**src/rtl/trgsel_pkg.sv**
```systemverilog
package trgsel_pkg;

    localparam int NCH = 6;

    localparam logic [3:0] ADDR_PSC  = 4'd0;
    localparam logic [3:0] ADDR_ARR  = 4'd1;
    localparam logic [3:0] ADDR_CTRL = 4'd2;
    localparam logic [3:0] ADDR_SEL  = 4'd3;
    localparam logic [3:0] ADDR_EVT  = 4'd4;
    localparam logic [3:0] ADDR_CMP0 = 4'd8;

    typedef enum logic [3:0] {
        TS_SWUPD   = 4'd0,
        TS_ENABLE  = 4'd1,
        TS_UPDATE  = 4'd2,
        TS_MATCH1  = 4'd3,
        TS_LVL1    = 4'd4,
        TS_LVL2    = 4'd5,
        TS_LVL3    = 4'd6,
        TS_LVL4    = 4'd7,
        TS_LVL5    = 4'd8,
        TS_LVL6    = 4'd9,
        TS_MATCH4  = 4'd10,
        TS_MATCH6  = 4'd11,
        TS_E4R_6R  = 4'd12,
        TS_E4R_6F  = 4'd13,
        TS_E5R_6R  = 4'd14,
        TS_E5R_6F  = 4'd15
    } trig_sel_e;

    typedef struct packed {
        logic preload;
        logic down;
        logic run;
    } ctrl_t;

    typedef struct packed {
        logic            upd;
        logic            swu;
        logic            run;
        logic [NCH-1:0]  lvl;
        logic [NCH-1:0]  rise;
        logic [NCH-1:0]  fall;
        logic [NCH-1:0]  hit;
    } trig_src_t;

    function automatic logic pick_trig(trig_src_t s, trig_sel_e sel);
        logic r;
        case (sel)
            TS_SWUPD:  r = s.swu;
            TS_ENABLE: r = s.run;
            TS_UPDATE: r = s.upd;
            TS_MATCH1: r = s.hit[0];
            TS_LVL1:   r = s.lvl[0];
            TS_LVL2:   r = s.lvl[1];
            TS_LVL3:   r = s.lvl[2];
            TS_LVL4:   r = s.lvl[3];
            TS_LVL5:   r = s.lvl[4];
            TS_LVL6:   r = s.lvl[5];
            TS_MATCH4: r = s.hit[3];
            TS_MATCH6: r = s.hit[5];
            TS_E4R_6R: r = s.rise[3] | s.rise[5];
            TS_E4R_6F: r = s.rise[3] | s.fall[5];
            TS_E5R_6R: r = s.rise[4] | s.rise[5];
            default:   r = s.rise[4] | s.fall[5];
        endcase
        return r;
    endfunction

endpackage

```
**src/rtl/trgsel_prescaler.sv**
```systemverilog
module trgsel_prescaler #(
    parameter int CNT_W = 16
) (
    input  logic             clk,
    input  logic             rst,
    input  logic             run,
    input  logic             clr,
    input  logic [CNT_W-1:0] limit,
    output logic             tick
);
    logic [CNT_W-1:0] pcnt_q;
    logic             at_end;

    assign at_end = (pcnt_q == limit);
    assign tick   = run & ~clr & at_end;

    always_ff @(posedge clk) begin
        if (rst || clr) begin
            pcnt_q <= '0;
        end else if (run) begin
            pcnt_q <= at_end ? '0 : pcnt_q + 1'b1;
        end
    end
endmodule

```
**src/rtl/trgsel_counter.sv**
```systemverilog
module trgsel_counter #(
    parameter int CNT_W = 16
) (
    input  logic             clk,
    input  logic             rst,
    input  logic             clr,
    input  logic             tick,
    input  logic             down,
    input  logic [CNT_W-1:0] reload,
    output logic [CNT_W-1:0] count,
    output logic [CNT_W-1:0] count_nxt,
    output logic             wrap
);
    logic [CNT_W-1:0] cnt_q;
    logic             at_edge;

    assign at_edge = down ? (cnt_q == '0) : (cnt_q == reload);
    assign wrap    = tick & ~clr & at_edge;

    always_comb begin
        count_nxt = cnt_q;
        if (clr) begin
            count_nxt = '0;
        end else if (tick) begin
            if (down) count_nxt = at_edge ? reload : cnt_q - 1'b1;
            else      count_nxt = at_edge ? '0     : cnt_q + 1'b1;
        end
    end

    always_ff @(posedge clk) begin
        if (rst) cnt_q <= '0;
        else     cnt_q <= count_nxt;
    end

    assign count = cnt_q;
endmodule

```
**src/rtl/trgsel_compare.sv**
```systemverilog
module trgsel_compare
    import trgsel_pkg::*;
#(
    parameter int CNT_W = 16
) (
    input  logic                      clk,
    input  logic                      rst,
    input  logic                      tick,
    input  logic [CNT_W-1:0]          count,
    input  logic [CNT_W-1:0]          count_nxt,
    input  logic [NCH-1:0][CNT_W-1:0] thresh,
    output logic [NCH-1:0]            lvl,
    output logic [NCH-1:0]            rise,
    output logic [NCH-1:0]            fall,
    output logic [NCH-1:0]            hit
);
    logic [NCH-1:0] lvl_prev_q;
    logic [NCH-1:0] hit_q;

    for (genvar k = 0; k < NCH; k++) begin : g_ch
        assign lvl[k] = (count < thresh[k]);

        always_ff @(posedge clk) begin
            if (rst) begin
                lvl_prev_q[k] <= 1'b0;
                hit_q[k]      <= 1'b0;
            end else begin
                lvl_prev_q[k] <= lvl[k];
                hit_q[k]      <= tick && (count_nxt == thresh[k]);
            end
        end
    end

    assign rise = lvl & ~lvl_prev_q;
    assign fall = ~lvl & lvl_prev_q;
    assign hit  = hit_q;
endmodule

```
**src/rtl/trgsel_select.sv**
```systemverilog
module trgsel_select
    import trgsel_pkg::*;
#(
    parameter int SEL_W = 4
) (
    input  trig_src_t        src,
    input  logic [SEL_W-1:0] sel,
    output logic             trig
);
    trig_sel_e code;

    if (SEL_W >= 4) begin : g_wide
        assign code = trig_sel_e'(sel[3:0]);
    end else begin : g_narrow
        assign code = trig_sel_e'({{(4-SEL_W){1'b0}}, sel});
    end

    assign trig = src.run & pick_trig(src, code);
endmodule

```
**src/rtl/trgsel_timer.sv**
```systemverilog
module trgsel_timer
    import trgsel_pkg::*;
#(
    parameter int CNT_W = 16
) (
    input  logic             clk,
    input  logic             rst,
    input  logic             cfg_we,
    input  logic [3:0]       cfg_addr,
    input  logic [CNT_W-1:0] cfg_wdata,
    output logic [CNT_W-1:0] count,
    output logic             trig_main,
    output logic             trig_aux
);
    localparam int MAIN_W = 3;
    localparam int AUX_W  = 4;

    logic [CNT_W-1:0]          psc_pend_q, psc_act_q;
    logic [CNT_W-1:0]          arr_pend_q, arr_act_q, arr_eff;
    ctrl_t                     ctrl_q;
    logic [MAIN_W-1:0]         main_sel_q;
    logic [AUX_W-1:0]          aux_sel_q;
    logic [NCH-1:0][CNT_W-1:0] thresh_q;
    logic                      upd_q, swu_q;

    logic                      swu, tick, wrap, uev;
    logic [CNT_W-1:0]          count_nxt;
    trig_src_t                 src;

    assign swu     = cfg_we && (cfg_addr == ADDR_EVT);
    assign arr_eff = ctrl_q.preload ? arr_act_q : arr_pend_q;
    assign uev     = swu | wrap;

    always_ff @(posedge clk) begin
        if (rst) begin
            psc_pend_q <= '0;
            arr_pend_q <= '0;
            ctrl_q     <= '0;
            main_sel_q <= '0;
            aux_sel_q  <= '0;
            thresh_q   <= '0;
        end else if (cfg_we) begin
            case (cfg_addr)
                ADDR_PSC:  psc_pend_q <= cfg_wdata;
                ADDR_ARR:  arr_pend_q <= cfg_wdata;
                ADDR_CTRL: ctrl_q     <= ctrl_t'(cfg_wdata[2:0]);
                ADDR_SEL: begin
                    main_sel_q <= cfg_wdata[MAIN_W-1:0];
                    aux_sel_q  <= cfg_wdata[4 +: AUX_W];
                end
                default: begin
                    for (int k = 0; k < NCH; k++) begin
                        if (cfg_addr == ADDR_CMP0 + 4'(k)) thresh_q[k] <= cfg_wdata;
                    end
                end
            endcase
        end
    end

    always_ff @(posedge clk) begin
        if (rst) begin
            psc_act_q <= '0;
            arr_act_q <= '0;
            upd_q     <= 1'b0;
            swu_q     <= 1'b0;
        end else begin
            if (uev) begin
                psc_act_q <= psc_pend_q;
                arr_act_q <= arr_pend_q;
            end
            upd_q <= uev;
            swu_q <= swu;
        end
    end

    trgsel_prescaler #(.CNT_W(CNT_W)) u_psc (
        .clk   (clk),
        .rst   (rst),
        .run   (ctrl_q.run),
        .clr   (swu),
        .limit (psc_act_q),
        .tick  (tick)
    );

    trgsel_counter #(.CNT_W(CNT_W)) u_cnt (
        .clk       (clk),
        .rst       (rst),
        .clr       (swu),
        .tick      (tick),
        .down      (ctrl_q.down),
        .reload    (arr_eff),
        .count     (count),
        .count_nxt (count_nxt),
        .wrap      (wrap)
    );

    trgsel_compare #(.CNT_W(CNT_W)) u_cmp (
        .clk       (clk),
        .rst       (rst),
        .tick      (tick),
        .count     (count),
        .count_nxt (count_nxt),
        .thresh    (thresh_q),
        .lvl       (src.lvl),
        .rise      (src.rise),
        .fall      (src.fall),
        .hit       (src.hit)
    );

    assign src.upd = upd_q;
    assign src.swu = swu_q;
    assign src.run = ctrl_q.run;

    trgsel_select #(.SEL_W(MAIN_W)) u_sel_main (
        .src  (src),
        .sel  (main_sel_q),
        .trig (trig_main)
    );

    trgsel_select #(.SEL_W(AUX_W)) u_sel_aux (
        .src  (src),
        .sel  (aux_sel_q),
        .trig (trig_aux)
    );
endmodule

```
**config.mk**
```make
export PLATFORM = sky130hd
export DESIGN_NAME = trgsel_timer
export DESIGN_NICKNAME = d
export VERILOG_FILES = /design/src/rtl/trgsel_pkg.sv /design/src/rtl/trgsel_prescaler.sv /design/src/rtl/trgsel_counter.sv /design/src/rtl/trgsel_compare.sv /design/src/rtl/trgsel_select.sv /design/src/rtl/trgsel_timer.sv
export SDC_FILE = /design/constraint.sdc
export NUM_CORES = 1
export LEC_CHECK = 0
export ABC_CLOCK_PERIOD_IN_PS = 4100
export BUFFER_PORTS_ARGS = -buffer_cell sky130_fd_sc_hd__buf_2
export CAP_MARGIN = 20
export CORE_UTILIZATION = 30
export CTS_BUF_LIST = sky130_fd_sc_hd__clkbuf_8
export CTS_CLUSTER_DIAMETER = 80
export CTS_CLUSTER_SIZE = 16
export DETAILED_ROUTE_END_ITERATION = 12
export GPL_TIMING_DRIVEN = 0
export HOLD_SLACK_MARGIN = 0.12
export SETUP_SLACK_MARGIN = 0.15
export SYNTH_ARGS = -nofsm -noshare
export SYNTH_HDL_FRONTEND = slang
export SYNTH_SLANG_ARGS = --single-unit
```
**constraint.sdc**
```tcl
create_clock -name clk -period 4.1 [get_ports clk]
set_input_delay 0.615 -clock clk [delete_from_list [all_inputs] [get_ports clk]]
set_output_delay 0.615 -clock clk [all_outputs]
set_load 0.05 [all_outputs]
```
# [Yosys cells after proc, flatten, opt, wreduce, memory -nomap -nowiden]
# Cells that the tools add are included.
[classes] addsub=3 n_lt_le_gt_ge=6 eq_ne=36 muxes=10 bitwise_logic=17 n_reduce_logical=20
[ops] cell="$mux W16" n=7
[ops] cell="$lt A16 B16 Y1" n=6
[ops] cell="$eq A16 B16 Y1" n=5
[ops] cell="$eq A4 B4 Y1 const B" n=13
[ops] cell="$add A16 B1 Y16 const B" n=2
[ops] cell="$eq A4 B3 Y1 const B" n=5
[ops] cell="$reduce_and A3 Y1" n=6
[ops] cell="$eq A4 B2 Y1 const B" n=4
[ops] cell="$logic_not A16 Y1" n=1
[ops] cell="$sub A16 B1 Y16 const B" n=1
[ops] cell="$pmux W1 S15" n=1
[ops] cell="$and A6 B6 Y6" n=2
[ops] cell="$eq A3 B3 Y1 const B" n=4
[ops] cell="$logic_not A4 Y1" n=3
[ops] cell="$not A6 Y6" n=2
[ops] cell="$eq A4 B1 Y1 const B" n=2
[ops] cell="$pmux W1 S8" n=1
[ops] cell="$reduce_and A2 Y1" n=4
[ops] cell="$and A1 B1 Y1" n=6
[ops] cell="$eq A3 B2 Y1 const B" n=2
[ops] cell="$or A1 B1 Y1" n=5
[ops] cell="$logic_and A1 B1 Y1" n=4
[ops] cell="$reduce_or A4 Y1" n=1
[ops] cell="$eq A3 B1 Y1 const B" n=1
[ops] cell="3 further kinds" n=4
[word_totals] regBits=213 inputBits=23 elab_cells=120

# [Longest topological paths before layout]
# Gate-level depths: netlist of the first run.
[depth] word_depth=9 ltp_mapped=14 depth_no_buf=12

# [By module]
# Synthesis of the first run repeated with hierarchy kept, for this count alone.
[unflattened] hier_cells=1652 hier_area_um2=14697.8
[by_module_without_submodules] mod="trgsel_timer" n_inst=1 cells_per_inst=743 area_each_um2=7810.0 seq_area_each_um2=3443.3
[by_module_without_submodules] mod="trgsel_compare" n_inst=1 cells_per_inst=499 area_each_um2=3753.6 seq_area_each_um2=240.2
[by_module_without_submodules] mod="trgsel_counter" n_inst=1 cells_per_inst=286 area_each_um2=2023.2 seq_area_each_um2=320.3
[by_module_without_submodules] mod="trgsel_prescaler" n_inst=1 cells_per_inst=102 area_each_um2=900.9 seq_area_each_um2=320.3
[by_module_without_submodules] mod="trgsel_select (u_sel_aux)" n_inst=1 cells_per_inst=16 area_each_um2=148.9 seq_area_each_um2=0.0
[by_module_without_submodules] mod="trgsel_select (u_sel_main)" n_inst=1 cells_per_inst=6 area_each_um2=61.3 seq_area_each_um2=0.0

# [Worst setup path after synthesis of the first run]
# Ideal clock, no wire load.
[synth_path] kind="register to output" from="register u_cnt.cnt_q[1] (netlist: u_cnt.count[1])" to="output port trig_main" arrival_time_ns=3.625 slack_ns=-0.140 stages_incl_launch_ff=11 n_path_buf=0 path_cell_list="dfxtp_1 ha_1 a21o_1 a21o_1 a21oi_1 o21ai_0 a221oi_1 mux2i_1 a21oi_1 nand2_1 a21boi_0"
[synth_via] elab_chain_len=6 elab_cells_between_ends=12 cone_classes="order compare (6); mux (1); bitwise (5)"
[synth_lines] element="start, declared" line_no="trgsel_counter.sv:14" rtl="logic [CNT_W-1:0] cnt_q;"
[synth_lines] element="start signal, assigned" line_no="trgsel_counter.sv:32" rtl="else cnt_q <= count_nxt;"
[synth_lines] element="$lt A16 B16 Y1" line_no="trgsel_compare.sv:21" rtl="assign lvl[k] = (count < thresh[k]);"
[synth_lines] element="$not A6 Y6" line_no="trgsel_compare.sv:35" rtl="assign fall = ~lvl & lvl_prev_q;"
[synth_lines] element="$and A6 B6 Y6" line_no="trgsel_compare.sv:35"
[synth_lines] element="$or A1 B1 Y1" line_no="trgsel_pkg.sv:65" rtl="default: r = s.rise[4] | s.fall[5];"
[synth_lines] element="$pmux W1 S8 *" line_no="trgsel_pkg.sv:49" rtl="case (sel)"
[synth_lines] element="$and A1 B1 Y1 *" line_no="trgsel_select.sv:18" rtl="assign trig = src.run & pick_trig(src, code);"
[synth_lines] element="end, declared" line_no="trgsel_timer.sv:12" rtl="output logic trig_main,"
# Every way passes the cells marked *; elsewhere a longest branch is shown, timed or not.

# [Final worst setup path of the first run]
[layout_path] from="register u_cnt.cnt_q[0] (netlist: u_cnt.count[0])" to="register u_cmp.hit_q[5] (netlist: u_cmp.hit[5])"
[layout_via] elab_chain_len=8 elab_cells_between_ends=12 cone_classes="add/sub (2); eq/ne (2); mux (6); reduce/logical (2)"
[layout_lines] element="parallel branches: the longest is 4 deep, another holds $add A16 B1 Y16"
[layout_lines] element="$mux W16 *" line_no="trgsel_counter.sv:24" rtl="end else if (tick) begin"
[layout_lines] element="$mux W16 *" line_no="trgsel_counter.sv:22" rtl="if (clr) begin"
[layout_lines] element="$eq A16 B16 Y1 *" line_no="trgsel_compare.sv:29" rtl="hit_q[k] <= tick && (count_nxt == thresh[k]);"
[layout_lines] element="$logic_and A1 B1 Y1 *" line_no="trgsel_compare.sv:29"
[layout_lines] element="end signal, assigned by index" line_no="trgsel_compare.sv:29"
[layout_lines] element="end, declared" line_no="trgsel_compare.sv:18" rtl="logic [NCH-1:0] hit_q;"
# Mark *: on every way between the ends.
# A chain may end at the register's enable or synchronous reset.

==> results of run 1 <==
## routing by layer
metal  GRT usage (%)  vias up  part of all wire [%]
met5               0        -                 0.063
met2            33.9      475                    44
met4            8.36        6                   3.7
li1                -     5658                     -
met3            3.32       93                   8.1
met1            29.9     5779                    45
## worst max-delay path by stage
| stage | to | cells past startpoint | startpoint |
|---|---|---|---|
| 2_1_floorplan | trig_main | 10 | u_cnt.count[1]$_SDFF_PP0_ |
| 3_3_place_gp | u_cmp.hit[5]$_SDFF_PP0_ | 13 | u_cnt.count[0]$_SDFF_PP0_ |
| 3_5_place_dp | u_cmp.hit[5]$_SDFF_PP0_ | 13 | u_cnt.count[0]$_SDFF_PP0_ |
| 4_1_cts | trig_aux | 13 | thresh_q[57]$_SDFFE_PP0P_ |
| 5_1_grt | u_cmp.hit[5]$_SDFF_PP0_ | 12 | ctrl_q[2]$_SDFFE_PP0P_ |
| 6_report | u_cmp.hit[5]$_SDFF_PP0_ | 14 | u_cnt.count[0]$_SDFF_PP0_ |
## flip-flops by register name, summed over array words and instances (netlist names), 4 cells and up
signal        count
aux_sel_q         4
arr_act_q        16
psc_pend_q       16
psc_act_q        16
arr_pend_q       16
thresh_q         96
u_psc.pcnt_q     16
u_cnt.count      16
## cell families (layout without fill, tap and decap cells)
group | count (synthesis) | after routing | share of synthesized area (%)
and+or+nand+nor | 632 | 632 | 22.9
AOI/OAI and AO/OA | 349 | 349 | 17.2
DFF | 210 | 210 | 33.3
buffers and inverters | 206 | 260 | 6.64
adders and majority gates | 93 | 93 | 9.22
xor gates and xnor gates | 81 | 81 | 5.68
muxes | 61 | 61 | 5.09
## report_power, final
group | switching (mW) | internal [mW] | total (mW)
Clock | 0.728 | 0.388 | 1.12
Sequential | 0.0248 | 2.06 | 2.08
Combinational | 0.301 | 0.136 | 0.437
Total | 1.05 | 2.58 | 3.64
## what timing repair did
| item | 4_1_cts | 5_1_grt |
|---|---|---|
| buffers inserted | 4 | 5 |
| resized for setup | 34 | 34 |
| endpoints found under the setup margin | 34 | 5 |
| pin swaps | 3 | 6 |
| cloned | 0 | 0 |
## area by class of cell
class | instances | area (sq um)
sequential | 210 | 4250
multi-input combinational | 1216 | 7710
clock inverter | 3 | 26.3
timing repair buffer | 34 | 204
inverter | 108 | 409
fill | 4404 | 27300
clock buffer | 17 | 234
tap | 532 | 666
buffer | 98 | 447
## cell usage in the layout (no fill, tap or decap), types with 31 or more instances in the layout
cell type,count
sky130_fd_sc_hd__dfxtp_1,192
sky130_fd_sc_hd__nor2_1,115
sky130_fd_sc_hd__o21ai_0,36
sky130_fd_sc_hd__ha_1,93
sky130_fd_sc_hd__nand2_1,342
sky130_fd_sc_hd__a21oi_1,180
sky130_fd_sc_hd__xor2_1,36
sky130_fd_sc_hd__a21o_1,31
sky130_fd_sc_hd__inv_1,106
sky130_fd_sc_hd__mux2i_1,46
sky130_fd_sc_hd__clkbuf_1,65
sky130_fd_sc_hd__nor3_1,39
sky130_fd_sc_hd__xnor2_1,44
## worst register-to-register path, stage by stage (launching register included)
cell                         delay (ns)
sky130_fd_sc_hd__dfxtp_2           0.36
sky130_fd_sc_hd__buf_6             0.17
sky130_fd_sc_hd__clkinvlp_4        0.20
sky130_fd_sc_hd__ha_1              0.26
sky130_fd_sc_hd__nor3b_4           0.34
sky130_fd_sc_hd__and3_1            0.25
sky130_fd_sc_hd__nand2_1           0.13
sky130_fd_sc_hd__buf_2             0.24
sky130_fd_sc_hd__nand3_1           0.10
sky130_fd_sc_hd__o21ai_0           0.18
sky130_fd_sc_hd__a221o_1           0.44
sky130_fd_sc_hd__mux2i_1           0.15
sky130_fd_sc_hd__nor4_1            0.27
sky130_fd_sc_hd__o2111ai_1         0.25
sky130_fd_sc_hd__nor4_4            0.42
==> flow_summary.json, run 1 <==
{
  "rsz0062_at_grt": "yes",
  "ys_seq_area_share_pct": 33.3,
  "setup-tns-final_ns": 0,
  "pre_cts_ws_ns": -0.216,
  "ys_top_cells_by_area": "sky130_fd_sc_hd__dfxtp_1 (33%), sky130_fd_sc_hd__nand2_1 (10%), sky130_fd_sc_hd__ha_1 (9.2%)",
  "instances_no_fill": 2218,
  "timing.critical_path.max_delay_family": "simple AND/OR/NAND/NOR gates",
  "layout.core_utilization_pct": 33.8,
  "hold_path_end": "arr_act_q[12]$_SDFFE_PP0P_",
  "data_arrival_critical_path_ns": 4.31,
  "crit_path_cell_trace": "buf_6, clkinvlp_4, ha_1, nor3b_4, and3_1, nand2_1, buf_2, nand3_1, o21ai_0, a221o_1, mux2i_1, nor4_1, o2111ai_1, nor4_4",
  "clk_transition_reported_paths_ns": 0.10,
  "pwr_density_cell_nw_per_um2": 261,
  "ys_seq_elements": 210,
  "placed_area_sq_um": 13400,
  "run_status": "complete, no violations",
  "drive_above_1_share_pct": 9.85,
  "fp.dieW_um": 207,
  "maximum_number_of_pins_on_one_net_before_global_route_repair": 17,
  "netlist.top_cell.by_area": "sky130_fd_sc_hd__dfxtp_1",
  "numPlacedInstances": 2189,
  "timing.max_slew.rel_slack_pct": 26.8,
  "timing.final.ws_setup_ns": 0.224,
  "asyncSetResetFlopFracSynth_pct": 0,
  "yosys.cell_count.top_type": "sky130_fd_sc_hd__nand2_1",
  "slew_viol_final": 0,
  "worstMarginPinSlew_ns": 1.10,
  "synth_edf_count": 0,
  "final_hold_fails": 0,
  "clock_skew_ns": 0.0145,
  "clock_tree.buffer_depth": 3,
  "worstReg2RegStart": "u_cnt.count[0]$_SDFF_PP0_",
  "route.detailed.drc": 0,
  "area_growth_pct": 10.5,
  "number_of_antenna_violations_at_the_first_check_in_global_routing": 3,
  "total_leakage_power_nw": 5.05,
  "period_share_pct": 94.5,
  "synth.cell_area_sq_um": 12600,
  "diodes": 0,
  "r2r_end": "u_cmp.hit[5]$_SDFF_PP0_",
  "viasPerCell": 5.42,
  "placeableCoreArea_sq_um": 41200,
  "path_class": "register to register",
  "cp-end-kind": "register",
  "initial_utilization_pct": 30.6,
  "worst_setup_path_start_kind": "register",
  "reg2reg_depth": 14,
  "cts.htree.levels": 1,
  "holdPathStages": 2,
  "slowest_stage": "sky130_fd_sc_hd__a221o_1",
  "crit_buf_inv": 3,
  "tritoncts.num_buffers": 17,
  "clock_tree_root_buffer_cell": "sky130_fd_sc_hd__clkbuf_8",
  "gpl.final_weighted_congestion": 0.981,
  "route.vias.total": 12000,
  "tritoncts": "done",
  "post_cts_hold_buffer_count": 0,
  "via_count_of_the_first_global_routing_pass": 11400,
  "floorplan.rows": 74,
  "drt_pass1_iterations": 5,
  "dp_hpwl_um": 34300,
  "worst_case_register_to_register_setup_slack_ns": 0.22,
  "timing.critical_path.fanout_max": 10,
  "post-route-min-period_ns": 3.88,
  "hold_slack_ns": 0.459,
  "die_area_sq_um": 42900,
  "slowest_delay_ns": 0.43,
  "drtIter0Drc": 1003,
  "synth_top_flop_cell": "sky130_fd_sc_hd__dfxtp_1",
  "grt_use_total_pct": 21.7,
  "max_clock_freq_ghz": 0.258,
  "clkLatencyLatePin_ns": 0.55,
  "layout.nets": 1801,
  "hold_class": "register to register",
  "post_drt_wl_per_cell_um": 21.4,
  "cap_viol_max_count": 0,
  "top_level_ports": 41,
  "global_route.overflow_total": 0,
  "post-route-cell-area_sq_um": 13900,
  "io_buffers": 23,
  "report.power.total_mw": 3.64,
  "top_cell_type_s_share_of_synthesized_area_pct": 33.3,
  "synth.avg_cell_area_sq_um": 7.74,
  "die_h_um": 207,
  "count_of_antenna_violating_nets_left_after_detailed_routing": 0,
  "syn_inst": 1632,
  "hold_start": "arr_act_q[12]$_SDFFE_PP0P_",
  "yosys-top-cells-count": "sky130_fd_sc_hd__nand2_1 (342), sky130_fd_sc_hd__dfxtp_1 (210), sky130_fd_sc_hd__a21oi_1 (182)",
  "peakVddDrop_mv": 0.200,
  "yosys.cell_types.count": 90,
  "clkSinkCount": 210,
  "finalWirelength_um": 47400,
  "wire_length_of_the_first_global_routing_pass_um": 70900,
  "worst_ep_required_ns": 4.53,
  "mappedNetlistNets": 1748,
  "setup_violations": 0,
  "yosys_warnings": 0
}
(Power assumes the default switching activity.)
==> inputs of run 2 (changes only) <==
- REMOVE_ABC_BUFFERS: not set -> 1
==> run 2 against run 1 <==
Against the previous run: non-clock buffer count down 59; sequential power about the same; power is 0.99% higher; cell area barely moved; worst setup slack worse by 0.12 ns; clock power is 4% higher; first-iteration DRC count up 9.2%; critical path type unchanged; largest cell class unchanged; highest routed layer unchanged.
==> flow_summary.json, run 2 (synthesis results as in run 1) <==
{
  "via_count_of_the_first_global_routing_pass": 10900,
  "period_share_pct": 97.5,
  "clock_tree_root_buffer_cell": "sky130_fd_sc_hd__clkbuf_8",
  "initial_utilization_pct": 30.6,
  "regMostFlops": "thresh_q",
  "clock_skew_ns": 0.0449,
  "die_h_um": 207,
  "area_growth_pct": 10.4,
  "timing.critical_path.fanout_max": 7,
  "power.sequential.fraction_pct": 56.7,
  "gpl.final_weighted_congestion": 0.959,
  "clock_tree.buffer_depth": 3,
  "die_area_sq_um": 42900,
  "worst_setup_path_start_kind": "register",
  "number_of_antenna_violations_at_the_first_check_in_global_routing": 3,
  "report.power.total_mw": 3.67,
  "slew_viol_final": 0,
  "floorplan.rows": 74,
  "final_hold_fails": 0,
  "clkLatencyLatePin_ns": 0.55,
  "route.detailed.drc": 0,
  "io_buffers": 40,
  "worstMarginPinSlew_ns": 0.897,
  "drtIter0Drc": 1095,
  "timing.final.ws_setup_ns": 0.104,
  "finalWirelength_um": 43700,
  "dp_hpwl_um": 30000,
  "cap_viol_max_count": 0,
  "count_of_antenna_violating_nets_left_after_detailed_routing": 0,
  "drt_pass1_iterations": 5,
  "viasPerCell": 5.38,
  "pre_cts_ws_ns": -0.486,
  "run_status": "complete, no violations",
  "maximum_number_of_pins_on_one_net_before_global_route_repair": 117,
  "post-route-min-period_ns": 4.00,
  "internal_power_mw": 2.63,
  "layout.cells.most_common": "sky130_fd_sc_hd__nand2_1",
  "tritoncts": "done",
  "largest_reg_flops": 96,
  "route.vias.total": 11600,
  "top_level_ports": 41,
  "tritoncts.num_buffers": 18,
  "rsz0062_at_grt": "no",
  "cts.htree.levels": 1,
  "final_cell_mix": "sky130_fd_sc_hd__nand2_1 (340), sky130_fd_sc_hd__dfxtp_1 (190), sky130_fd_sc_hd__a21oi_1 (179)",
  "max_clock_freq_ghz": 0.250,
  "placeableCoreArea_sq_um": 41200,
  "layout.nets": 1743,
  "setup_violations": 0,
  "drive_above_1_share_pct": 11.3,
  "pwr-share-comb_pct": 11.4,
  "worst_ep_required_ns": 4.50,
  "peakVddDrop_mv": 0.181,
  "timing.max_slew.rel_slack_pct": 40.0,
  "global_route.overflow_total": 0,
  "power.switching_fraction_pct": 28.4,
  "clkSinkCount": 210,
  "clock_power_share_pct": 31.9,
  "cp-end-kind": "register",
  "grt_use_total_pct": 20.0,
  "clk_transition_reported_paths_ns": 0.11,
  "wire_length_of_the_first_global_routing_pass_um": 66200,
  "data_arrival_critical_path_ns": 4.40,
  "fp.dieW_um": 207,
  "post_drt_wl_per_cell_um": 20.2,
  "hold_class": "register to register",
  "total_leakage_power_nw": 5.08,
  "path_class": "register to register",
  "p_sw_mw": 1.04,
  "pwr_density_cell_nw_per_um2": 263
}
==> run 2: stage by stage <==
stage	cell area (sq um)	util, %	hold WS [ns]	setup TNS (ns)	std cells
floorplan	12200	-	0.422	-0.303	1534
global placement	13100	31.7	0.436	-145.92	2106
detailed placement	13300	32.3	0.446	-1.48	2120
CTS	13800	33.6	0.442	0	2157
global route	13900	33.8	0.457	0	2163
finish	13900	33.8	0.455	0	2163
==> run 2: layout make-up <==
type / count / area [sq um]
diodes: 1 / 2.50
fillers: 4288 / 27300
inverters: 108 / 408
clock inverters: 4 / 43.8
well taps: 532 / 666
flip-flops and latches: 210 / 4260
multi-input cells: 1216 / 7720
clock buffers: 19 / 262
repair buffers: 73 / 582
==> run 2: layer usage <==
| layer | wire length [um] | track usage [%] |
|---|---|---|
| met1 | 19100 | 27.5 |
| met2 | 19300 | 31.3 |
| met3 | 3630 | 3.05 |
| met4 | 1600 | 8.05 |
| met5 | 23 | 0 |
==> run 2: worst max-delay path: stages (launching register included) <==
cell	delay, ns
sky130_fd_sc_hd__dfxtp_4	0.39
sky130_fd_sc_hd__buf_12	0.15
sky130_fd_sc_hd__nor4_2	0.64
sky130_fd_sc_hd__nand2_1	0.18
sky130_fd_sc_hd__or3_1	0.35
sky130_fd_sc_hd__xor2_1	0.15
sky130_fd_sc_hd__a2bb2oi_1	0.63
sky130_fd_sc_hd__o22ai_1	0.18
sky130_fd_sc_hd__a222oi_1	0.41
sky130_fd_sc_hd__o2111ai_1	0.23
sky130_fd_sc_hd__nor4_2	0.52
==> run 2: worst paths after layout <==
check                              startpoint                         end  slack (ns)  cells past startpoint
setup / recovery    u_cnt.count[1]$_SDFF_PP0_     u_cmp.hit[5]$_SDFF_PP0_        0.10                     10
hold / removal    psc_pend_q[14]$_SDFFE_PP0P_  psc_act_q[14]$_SDFFE_PP0P_        0.45                      2
setup reg to reg    u_cnt.count[1]$_SDFF_PP0_     u_cmp.hit[5]$_SDFF_PP0_        0.10                     10
hold reg to reg   psc_pend_q[14]$_SDFFE_PP0P_  psc_act_q[14]$_SDFFE_PP0P_        0.45                      2
==> run 2: repair_timing <==
item / in CTS / in global routing
hold buffers: 0 / 0
pin swaps: 2 / 7
setup endpoints to repair: 5 / 5
buffers inserted: 14 / 4
resized for setup: 38 / 20
==> run 2: power groups by stage <==
stage	clock (mW)	sequential [mW]	combinational [mW]
3_3_place_gp	0	2.14	0.369
4_1_cts	1.21	2.08	0.402
2_1_floorplan	0	2.13	0.203
6_report	1.17	2.08	0.418
3_5_place_dp	0	2.14	0.387
5_1_grt	1.29	2.09	0.445
==> inputs of run 3 (changes only) <==
- ABC_CLOCK_PERIOD_IN_PS: 4100 -> 4750
- clock period: 4.1 -> 4.75 ns (I/O delays scaled with it)
==> run 3 against run 2 <==
Against the previous run: critical path depth stayed put; die area stayed put; sequential share of layout area is 0.38 points higher; power is 14% lower; count of clock-buffer cells in the layout stayed put; register-to-register slack better by 0.08 ns; sequential power is 13% lower; maximum frequency is 13% lower; cell count is 0.79% lower; core utilization is 0.66 points lower; critical path type unchanged.
==> flow_summary.json, run 3 (synthesis results as in run 1) <==
{
  "run_status": "complete, no violations",
  "routing_layer_with_the_top_usage_in_global_route": "met2",
  "tritoncts.num_buffers": 18,
  "drive_above_1_share_pct": 9.05,
  "final_cell_mix": "sky130_fd_sc_hd__nand2_1 (342), sky130_fd_sc_hd__dfxtp_1 (199), sky130_fd_sc_hd__a21oi_1 (181)",
  "grt_use_total_pct": 19.9,
  "post-route-min-period_ns": 4.57,
  "crit_buf_inv": 0,
  "placeableCoreArea_sq_um": 41200,
  "top_level_ports": 41,
  "die_h_um": 207,
  "worstReg2RegStart": "u_psc.pcnt_q[12]$_SDFFE_PP0P_",
  "report.power.total_mw": 3.16,
  "largest_reg_flops": 96,
  "clock_skew_ns": 0.0361,
  "worstMarginPinSlew_ns": 1.05,
  "cp-end-kind": "register",
  "met3_usage_pct": 3.18,
  "hold_start": "psc_pend_q[14]$_SDFFE_PP0P_",
  "viasPerCell": 5.36,
  "cts.htree.levels": 1,
  "clkSinkCount": 210,
  "maximum_number_of_pins_on_one_net_before_global_route_repair": 117,
  "clk_transition_reported_paths_ns": 0.11,
  "rsz0062_at_grt": "no",
  "r2r_end": "u_cmp.hit[5]$_SDFF_PP0_",
  "count_of_antenna_violating_nets_left_after_detailed_routing": 0,
  "tritoncts": "done",
  "regMostFlops": "thresh_q",
  "worst_ep_required_ns": 5.15,
  "post_drt_wl_per_cell_um": 20.2,
  "slowest_stage": "sky130_fd_sc_hd__nor4_1",
  "global_route.usage.met1_pct": 27.1,
  "pre_cts_ws_ns": 0.164,
  "die_area_sq_um": 42900,
  "clkLatencyLatePin_ns": 0.54,
  "drtIter0Drc": 987,
  "worst_case_register_to_register_setup_slack_ns": 0.18,
  "period_share_pct": 96.2,
  "hold_path_end": "psc_act_q[14]$_SDFFE_PP0P_",
  "crit_path_cell_trace": "xor2_1, nor4_1, nand2_1, nor2_4, a21oi_1, o31a_1, mux2_2, nor4_1, o2111ai_1, nor4_2",
  "via_count_of_the_first_global_routing_pass": 10800,
  "reg2reg_depth": 10,
  "critical_path_depth": 10,
  "timing.critical_path.max_delay_family": "simple AND/OR/NAND/NOR gates",
  "grt_util_met2_pct": 31.4,
  "hold_class": "register to register",
  "max_clock_freq_ghz": 0.219,
  "io_buffers": 40,
  "clock_tree.buffer_depth": 3,
  "global_route.overflow_total": 0,
  "clock_tree_root_buffer_cell": "sky130_fd_sc_hd__clkbuf_8",
  "finalWirelength_um": 43400,
  "crit_path_frequent_cell": "sky130_fd_sc_hd__nor4_1",
  "holdPathStages": 2,
  "cap_viol_max_count": 0,
  "total_leakage_power_nw": 4.96,
  "pwr_density_cell_nw_per_um2": 231,
  "fp.dieW_um": 207,
  "worst_setup_path_start_kind": "register",
  "drt_pass1_iterations": 7,
  "final_hold_fails": 0,
  "path_class": "register to register",
  "layout.core_utilization_pct": 33.2,
  "route.detailed.drc": 0,
  "timing.critical_path.fanout_max": 17,
  "data_arrival_critical_path_ns": 4.97,
  "route.vias.total": 11500,
  "timing.final.ws_setup_ns": 0.182,
  "dp_hpwl_um": 30000,
  "slew_viol_final": 0,
  "layout.nets": 1726,
  "wire_length_of_the_first_global_routing_pass_um": 65600,
  "number_of_antenna_violations_at_the_first_check_in_global_routing": 3,
  "floorplan.rows": 74,
  "peakVddDrop_mv": 0.153,
  "timing.max_slew.rel_slack_pct": 29.7,
  "area_growth_pct": 8.27,
  "gpl.final_weighted_congestion": 0.959,
  "initial_utilization_pct": 30.6,
  "slowest_delay_ns": 0.88,
  "layout.cells.most_common": "sky130_fd_sc_hd__nand2_1",
  "setup_violations": 0
}
run 3: cell count changes in the layout (fill, tap and decap cells not counted), moves of 2 or more:
cell	change
sky130_fd_sc_hd__a21oi_1	+2
sky130_fd_sc_hd__nand2_2	-2
sky130_fd_sc_hd__nor4_1	+3
sky130_fd_sc_hd__o21ai_0	+2
sky130_fd_sc_hd__dfxtp_4	-8
sky130_fd_sc_hd__o21ai_1	-2
sky130_fd_sc_hd__nor4_2	-3
sky130_fd_sc_hd__a21oi_2	-2
sky130_fd_sc_hd__nand2_1	+2
sky130_fd_sc_hd__dfxtp_1	+9
sky130_fd_sc_hd__buf_2	+2
sky130_fd_sc_hd__buf_4	-17
run 3: cell type report:
class | instances | area [sq um]
clock inverter | 4 | 43.8
antenna | 1 | 2.50
fill | 4297 | 27500
inverter | 108 | 405
tap | 532 | 666
sequential | 210 | 4230
clock buffer | 19 | 262
multi-input combinational | 1216 | 7630
timing repair buffer | 56 | 433
run 3: layer usage:
| metal | vias up | share of wire (%) |
|---|---|---|
| met2 | 419 | 44 |
| met3 | 97 | 7.1 |
| li1 | 5514 | - |
| met4 | 4 | 3.4 |
| met5 | - | 0.053 |
| met1 | 5478 | 45 |
run 3: report_power, final:
| part | total, mW | internal [mW] | switching (mW) |
|---|---|---|---|
| Sequential | 1.80 | 1.78 | 0.0240 |
| Combinational | 0.345 | 0.109 | 0.236 |
| Clock | 1.01 | 0.380 | 0.629 |
run 3: metrics by stage:
stage | hold slack [ns] | instance area [sq um] | TNS, ns | instances
2_1_floorplan | 0.422 | 12200 | 0 | 1534
3_3_place_gp | 0.436 | 13100 | -111.62 | 2106
3_5_place_dp | 0.446 | 13300 | 0 | 2120
4_1_cts | 0.456 | 13600 | 0 | 2143
5_1_grt | 0.476 | 13700 | 0 | 2146
6_report | 0.455 | 13700 | 0 | 2146
run 3: how the worst max path moves through the flow:
stage,start,to,slack (ns)
final,u_psc.pcnt_q[12]$_SDFFE_PP0P_,u_cmp.hit[5]$_SDFF_PP0_,0.18
after CTS,u_cnt.count[3]$_SDFF_PP0_,trig_aux,0.18
after detailed placement,u_cnt.count[9]$_SDFF_PP0_,trig_main,0.16
after floorplan,u_cnt.count[9]$_SDFF_PP0_,trig_main,0.30
after global placement,cfg_addr[1],psc_act_q[13]$_SDFFE_PP0P_,-2.80
after global routing,u_cnt.count[0]$_SDFF_PP0_,u_cmp.hit[5]$_SDFF_PP0_,0.16
run 3: worst min-delay path, delay by kind of cell (launching register included):
kind	cells	cell delay, ns
flip-flops	1	0.32
AND/OR/NAND/NOR	1	0.05
AO/OA/AOI/OAI	1	0.05
run 3: what timing repair did:
item                       in CTS  in global routing
gates resized for setup        10                  6
setup buffers                   0                  1
hold buffers                    0                  0
cloned                          0                  0
pin swaps                       0                  1
setup endpoints to repair       3                  2
